File: config.mk
export PLATFORM = sky130hd
export DESIGN_NAME = nbs_unit
export DESIGN_NICKNAME = d
export VERILOG_FILES = /design/src/rtl/nbs_pkg.sv /design/src/rtl/nbs_step.sv /design/src/rtl/nbs_ptr.sv /design/src/rtl/nbs_fsm.sv /design/src/rtl/nbs_unit.sv
export SDC_FILE = /design/constraint.sdc
export NUM_CORES = 1
export LEC_CHECK = 0
export BUFFER_PORTS_ARGS = -buffer_cell sky130_fd_sc_hd__buf_4
export CORE_UTILIZATION = 62
export DETAILED_ROUTE_END_ITERATION = 8
export PLACE_DENSITY = 0.8
export SLEW_MARGIN = 20
export SYNTH_ARGS = -nofsm -noshare
export SYNTH_HDL_FRONTEND = slang
export SYNTH_HIERARCHICAL = 1
export SYNTH_SLANG_ARGS = --single-unit
File: constraint.sdc
create_clock -name clk -period 2.95 [get_ports clk]
set_clock_uncertainty 0.05 [all_clocks]
set_input_delay 0.1475 -clock clk [delete_from_list [all_inputs] [get_ports clk]]
set_output_delay 0.1475 -clock clk [all_outputs]
set_load 0.02 [all_outputs]
File: src/rtl/nbs_pkg.sv
package nbs_pkg;
    localparam int DATA_W = 32;
    localparam int BYTE_W = 8;
    localparam int CNT_W  = $clog2(DATA_W);
    localparam int NBYTES = DATA_W / BYTE_W;

    typedef enum logic [1:0] {
        ST_IDLE  = 2'd0,
        ST_NORM  = 2'd1,
        ST_SHIFT = 2'd2,
        ST_DONE  = 2'd3
    } nbs_state_e;

    typedef enum logic [1:0] {
        SEL_DATA = 2'd0,
        SEL_CTRL = 2'd1,
        SEL_FLAG = 2'd2,
        SEL_NONE = 2'd3
    } nbs_sel_e;

    typedef struct packed {
        logic             dir_right;
        logic             circ;
        logic             use_carry;
        logic [CNT_W-1:0] count;
    } nbs_ctrl_t;
endpackage

File: src/rtl/nbs_step.sv
module nbs_step #(
    parameter int W = 32
) (
    input  logic [W-1:0] a_i,
    input  logic         c_i,
    input  logic         dir_right,
    input  logic         circ,
    input  logic         use_carry,
    output logic [W-1:0] a_o,
    output logic         c_o
);
    logic fill_r, fill_l, out_bit;

    always_comb begin
        fill_r  = circ ? (use_carry ? c_i : a_i[0])   : 1'b0;
        fill_l  = circ ? (use_carry ? c_i : a_i[W-1]) : 1'b0;
        out_bit = dir_right ? a_i[0] : a_i[W-1];
        a_o     = dir_right ? {fill_r, a_i[W-1:1]} : {a_i[W-2:0], fill_l};
        c_o     = use_carry ? out_bit : c_i;
    end
endmodule

File: src/rtl/nbs_ptr.sv
module nbs_ptr #(
    parameter int N = 4,
    localparam int PW = (N > 1) ? $clog2(N) : 1
) (
    input  logic          clk,
    input  logic          rst_n,
    input  logic          clr,
    input  logic          inc,
    output logic [PW-1:0] ptr
);
    always_ff @(posedge clk or negedge rst_n) begin
        if (!rst_n)      ptr <= '0;
        else if (clr)    ptr <= '0;
        else if (inc)    ptr <= (ptr == PW'(N - 1)) ? '0 : ptr + 1'b1;
    end
endmodule

File: src/rtl/nbs_fsm.sv
module nbs_fsm
    import nbs_pkg::*;
#(
    parameter int CW = CNT_W,
    parameter int MAX_BUSY = 36,
    localparam int BW = $clog2(MAX_BUSY + 2)
) (
    input  logic          clk,
    input  logic          rst_n,
    input  logic          start,
    input  logic [CW-1:0] shift_count,
    input  logic          data_msb,
    input  logic          data_zero,
    output nbs_state_e    state_o,
    output logic          step_o,
    output logic          done_o,
    output logic          busy_o,
    output logic [CW-1:0] norm_count_o
);
    nbs_state_e    state_q, state_d;
    logic [CW-1:0] remain_q;
    logic [CW-1:0] nshift_q;
    logic          norm_stop;

    assign norm_stop = data_msb | data_zero;

    always_comb begin
        state_d = state_q;
        unique case (state_q)
            ST_IDLE:  if (start) state_d = (shift_count == '0) ? ST_NORM : ST_SHIFT;
            ST_NORM:  if (norm_stop) state_d = ST_DONE;
            ST_SHIFT: if (remain_q == CW'(1)) state_d = ST_DONE;
            ST_DONE:  state_d = ST_IDLE;
        endcase
    end

    always_ff @(posedge clk or negedge rst_n) begin
        if (!rst_n) state_q <= ST_IDLE;
        else        state_q <= state_d;
    end

    always_ff @(posedge clk or negedge rst_n) begin
        if (!rst_n) begin
            remain_q <= '0;
            nshift_q <= '0;
        end else if (state_q == ST_IDLE && start) begin
            remain_q <= shift_count;
            nshift_q <= '0;
        end else if (state_q == ST_SHIFT) begin
            remain_q <= remain_q - 1'b1;
        end else if (state_q == ST_NORM && !norm_stop) begin
            nshift_q <= nshift_q + 1'b1;
        end
    end

    always_comb begin
        step_o = 1'b0;
        done_o = 1'b0;
        busy_o = 1'b1;
        unique case (state_q)
            ST_IDLE:  busy_o = 1'b0;
            ST_NORM:  step_o = !norm_stop;
            ST_SHIFT: step_o = 1'b1;
            ST_DONE:  done_o = 1'b1;
        endcase
    end

    assign state_o      = state_q;
    assign norm_count_o = nshift_q;

    logic [BW-1:0] busy_len_q;
    always_ff @(posedge clk or negedge rst_n) begin
        if (!rst_n)            busy_len_q <= '0;
        else if (!busy_o)      busy_len_q <= '0;
        else if (busy_len_q != '1) busy_len_q <= busy_len_q + 1'b1;
    end

    a_r8_busy_bound: assert property (@(posedge clk) disable iff (!rst_n)
        busy_len_q <= BW'(MAX_BUSY))
        else $error("busy held longer than limit");

    a_r8_idle_after_done: assert property (@(posedge clk) disable iff (!rst_n)
        (state_q == ST_DONE) |=> !busy_o)
        else $error("busy not released after completion");
endmodule

File: src/rtl/nbs_unit.sv
module nbs_unit
    import nbs_pkg::*;
#(
    parameter int W  = DATA_W,
    parameter int BW = BYTE_W,
    localparam int NB = W / BW,
    localparam int CW = $clog2(W),
    localparam int PW = $clog2(NB)
) (
    input  logic          clk,
    input  logic          rst_n,
    input  logic          wr_en,
    input  logic [1:0]    wr_sel,
    input  logic [BW-1:0] wr_data,
    input  logic          rd_en,
    input  logic [1:0]    rd_sel,
    output logic [BW-1:0] rd_data,
    output logic          busy
);
    localparam int CARRY_BIT = 5;
    localparam int BUSY_BIT  = 7;

    logic [W-1:0]  data_q;
    logic          carry_q;
    nbs_ctrl_t     ctrl_q;

    nbs_state_e    state;
    logic          step, done;
    logic [CW-1:0] norm_count;
    logic [PW-1:0] wptr, rptr;

    logic wr_data_hit, wr_ctrl_hit, wr_flag_hit, rd_data_hit;

    assign wr_data_hit = wr_en && !busy && (nbs_sel_e'(wr_sel) == SEL_DATA);
    assign wr_ctrl_hit = wr_en && !busy && (nbs_sel_e'(wr_sel) == SEL_CTRL);
    assign wr_flag_hit = wr_en && !busy && (nbs_sel_e'(wr_sel) == SEL_FLAG);
    assign rd_data_hit = rd_en && !busy && (nbs_sel_e'(rd_sel) == SEL_DATA);

    nbs_fsm #(.CW(CW)) u_fsm (
        .clk          (clk),
        .rst_n        (rst_n),
        .start        (wr_ctrl_hit),
        .shift_count  (wr_data[CW-1:0]),
        .data_msb     (data_q[W-1]),
        .data_zero    (data_q == '0),
        .state_o      (state),
        .step_o       (step),
        .done_o       (done),
        .busy_o       (busy),
        .norm_count_o (norm_count)
    );

    nbs_ptr #(.N(NB)) u_wptr (
        .clk (clk), .rst_n (rst_n), .clr (done), .inc (wr_data_hit), .ptr (wptr)
    );

    nbs_ptr #(.N(NB)) u_rptr (
        .clk (clk), .rst_n (rst_n), .clr (done), .inc (rd_data_hit), .ptr (rptr)
    );

    logic          in_norm;
    logic          st_right, st_circ, st_carry;
    logic [W-1:0]  next_a;
    logic          next_c;

    assign in_norm  = (state == ST_NORM);
    assign st_right = in_norm ? 1'b0 : ctrl_q.dir_right;
    assign st_circ  = in_norm ? 1'b0 : ctrl_q.circ;
    assign st_carry = in_norm ? 1'b0 : ctrl_q.use_carry;

    nbs_step #(.W(W)) u_step (
        .a_i       (data_q),
        .c_i       (carry_q),
        .dir_right (st_right),
        .circ      (st_circ),
        .use_carry (st_carry),
        .a_o       (next_a),
        .c_o       (next_c)
    );

    always_ff @(posedge clk or negedge rst_n) begin
        if (!rst_n) begin
            data_q  <= '0;
            carry_q <= 1'b0;
            ctrl_q  <= '0;
        end else begin
            if (step) begin
                data_q  <= next_a;
                carry_q <= next_c;
            end else begin
                if (wr_data_hit) data_q[wptr*BW +: BW] <= wr_data;
                if (wr_flag_hit) carry_q <= wr_data[CARRY_BIT];
            end
            if (wr_ctrl_hit)
                ctrl_q <= nbs_ctrl_t'(wr_data);
            else if (done && ctrl_q.count == '0)
                ctrl_q.count <= norm_count;
        end
    end

    always_comb begin
        rd_data = '0;
        unique case (nbs_sel_e'(rd_sel))
            SEL_DATA: rd_data = data_q[(NB - 1 - int'(rptr))*BW +: BW];
            SEL_CTRL: rd_data = ctrl_q;
            SEL_FLAG: begin
                rd_data[BUSY_BIT]  = busy;
                rd_data[CARRY_BIT] = carry_q;
            end
            SEL_NONE: rd_data = '0;
        endcase
    end

    a_r9_data_hold_idle: assert property (@(posedge clk) disable iff (!rst_n)
        (state == ST_IDLE && !(wr_en && wr_sel == 2'd0)) |=> $stable(data_q))
        else $error("data changed without a write or an operation");

    a_r4_carry_kept: assert property (@(posedge clk) disable iff (!rst_n)
        (state == ST_SHIFT && !ctrl_q.use_carry) |=> $stable(carry_q))
        else $error("carry changed while excluded from shift");

    a_r6_norm_carry_kept: assert property (@(posedge clk) disable iff (!rst_n)
        (state == ST_NORM) |=> $stable(carry_q))
        else $error("carry changed during normalize");

    a_r6_norm_result: assert property (@(posedge clk) disable iff (!rst_n)
        (state == ST_DONE && ctrl_q.count == '0) |-> (data_q[W-1] || data_q == '0))
        else $error("normalize finished with top bit clear");

    a_r9_ctrl_hold_busy: assert property (@(posedge clk) disable iff (!rst_n)
        (busy && state != ST_DONE) |=> $stable(ctrl_q))
        else $error("control byte changed while busy");
endmodule

==> reports/results.ini <==
[run_status]
status=completed

[sta]
fin_tns_setup_ns=0
fmax_ghz=0.3736
period_needed_ns=2.677
worst_pin_slew_ns=0.8049
timing.hold.ws_ns=0.05944
maxSlewHeadroom_pct=45.58
finalCritPeriodShare_pct=90.73
finalHoldViolCount=0
drv_slew=0
finalSetupViolCount=0
rsz0062_at_grt=false

[pwr]
powerDensity_mw_per_mm2=937.4
irDropWorstVdd_v=0.0005960
power_mw=4.284
leakage_nw=2.011

[setup_path]
crit_type=reg2reg
crit_top_cell=nor2_1
critPathMaxFanout=9
cp_cell_sequence=nor4_1, nand4_1, nor2_1, nor3b_1, nor2_1, nor2_2, buf_4, or2_2, o31ai_1, mux2_2
critPathLaunchType=register
path_delay_family=simple AND/OR/NAND/NOR gates
critPathBufInv=1
cp.depth=10
cp.required_ns=3.18
slowest_delay_ns=0.45
cp-end-kind=register
cp_slowest_cell=dfrtp_1
cp.arrival_ns=2.91
reg2reg_depth=10

[place]
placed_cell_area_mm2=0.004318
port_buffers=24
post-dp-hpwl_mm=7.086
gp_congestion=0.8933
dp.cells=464

[yosys]
synth_warnings=6
synth.mux.area_fraction_pct=26.95
seq_area_frac_synth_pct=34.87
syn_inst=377
synthFlopType=dfrtp_1
synth_edf_count=0
synth_top_family_by_area=multiplexers
synth_fp_nets=407
synth_seq_cells=57
yosysTopAreaCell=dfrtp_1
synth-compound-area-share_pct=14.41
async_reset_ff_share_pct=100.0
yosysTopAreaCellShare_pct=34.87
synth_cell_types=50
synth-xor-area-share_pct=0.6424
yosys.area_share.simple_pct=14.22
synth_area_mm2=0.004090
avgSynthCellArea_um2=10.85
yosys-top-cells-area=dfrtp_1 (35%), mux2_2 (10%), mux2_4 (9.5%)
synth_fa_ha_area_share_pct=4.283

[drt]
first_pass_iters=5
via_count=3322
wirelength_mm=10.28
postRouteAntennaNets=0
drc=0
drt_iter0_drc=319
via_per_inst=6.906
drt-wirelength-per-cell_um=21.37

[global_route]
antenna_found_initial=0
track_usage_pct=30.85
grt_pass1_wl_mm=16.57
grt_max_degree=58
grt_pass1_vias=3234
grt.overflow.total=0

[die]
initial_core_util_pct=64.41
die_area_mm2=0.006926
core-area_mm2=0.006350
io_pins=25
die_h_um=83.22
die_w_um=83.22
rows=29

[cts]
clock-root-buffer=clkbuf_8
cts-htree-levels=3
cts_sinks=57
cts.reportedPaths.clkPinSlew_ns=0.08
cts_setup_buffers=0
cts_tree=yes
clk_latency_ns=0.35
clock_path_buffers=2
cts_buffers=9

[cells_and_area]
stdcell_count=481
diodes=0
final_cell_mix=dfrtp_1 (57), nand2_1 (42), mux2_2 (38), buf_4 (32), mux2_4 (26)
layout_commonest_cell=dfrtp_1
layout-drive-gt1-share_pct=33.66
nets=429
areaGrowthSynthToFinish_pct=11.75
design_area_mm2=0.004571

[run]
maxCapViolCount=0

[hold_path]
hold_class=in2reg
min_path_cells=3

==> power breakdown <==
group | switching, mW | total [mW] | internal [mW] | leakage, nW
Clock | 0.324 | 0.904 | 0.579 | 0.126
Combinational | 1.11 | 2.08 | 0.966 | 1.15
Sequential | 0.298 | 1.30 | 1.00 | 0.734
==> layout make-up <==
class                   count  area [µm²]
multi-input cells         282        2479
fillers                   441        1779
clock buffers              10       137.6
repair buffers             34       270.3
clock inverters             6       105.1
inverters                  15       56.30
well taps                  77       96.34
flip-flops and latches     57        1426
==> state kept, by name, indices dropped and copies added, names as in the netlist <==
name and flops:
u_fsm/state_o 2, u_fsm/norm_count_o 5, ctrl_q 8, carry_q 1, u_wptr/ptr 2, u_rptr/ptr 2
data_q 32, u_fsm/remain_q 5
==> tightest hold or removal path: stages <==
cell and delay, ns:
buf_4 0.14, nand2_1 0.06, o21ai_0 0.06
==> cell usage after synthesis (4+ instances only) <==
cell / count
a31oi_1: 6
a22o_1: 6
mux2_4: 26
a32o_1: 16
buf_1: 4
nor2_1: 15
a21oi_2: 6
o21ai_0: 10
mux4_2: 8
mux2_2: 38
o31ai_1: 13
nor4b_1: 4
nand2b_1: 6
nor4_1: 8
nand3_1: 5
ha_1: 14
dfrtp_1: 57
clkbuf_1: 9
inv_1: 15
mux2i_1: 7
nand2_1: 42
buf_2: 5
a21oi_1: 11
o41ai_1: 4
==> what timing repair did <==
item,4_1_cts,5_1_grt
hold endpoints to repair,57,0
gates resized for setup,0,0
hold buffers,1,0
==> worst paths after layout <==
| kind | startpoint | end | slack (ns) |
|---|---|---|---|
| setup / recovery | data_q[26]$_DFFE_PN0P_ | data_q[1]$_DFFE_PN0P_ | 0.27 |
| hold / removal | wr_data[1] | ctrl_q[1]$_DFFE_PN0P_ | 0.06 |
| setup reg to reg | data_q[26]$_DFFE_PN0P_ | data_q[1]$_DFFE_PN0P_ | 0.27 |
| hold reg to reg | ctrl_q[6]$_DFFE_PN0P_ | ctrl_q[6]$_DFFE_PN0P_ | 0.49 |
| max in group asynchronous | rst_n | u_fsm/remain_q[3]$_DFFE_PN0P_ | 1.99 |
| min in group asynchronous | rst_n | carry_q$_DFFE_PN0P_ | 0.35 |
==> metrics by stage <==
| stage | util [%] | setup WS (ns) |
|---|---|---|
| after detailed placement | 68.00 | 0.3820 |
| final | 71.98 | 0.2735 |
| after global routing | 71.98 | 0.1096 |
| after global placement | 68.00 | 0.5156 |
| after CTS | 71.98 | 0.3214 |
| after floorplan | - | 0.4220 |
==> metal layers <==
layer	up-vias	track usage, %	wire, µm
met5	-	0	0
met1	1651	42.01	4354
met3	33	4.970	783
met4	0	13.17	311
met2	177	48.88	4828
li1	1461	-	-
==> logic make-up after synthesis <==
kind of cell,Yosys count
AOI/OAI and AO/OA,77
muxes,82
xor gates and xnor gates,3
adders and majority gates,14
buffers and inverters,38
DFF,57
and+or+nand+nor,106
Note: power is estimated with default switching activity, not from simulation.
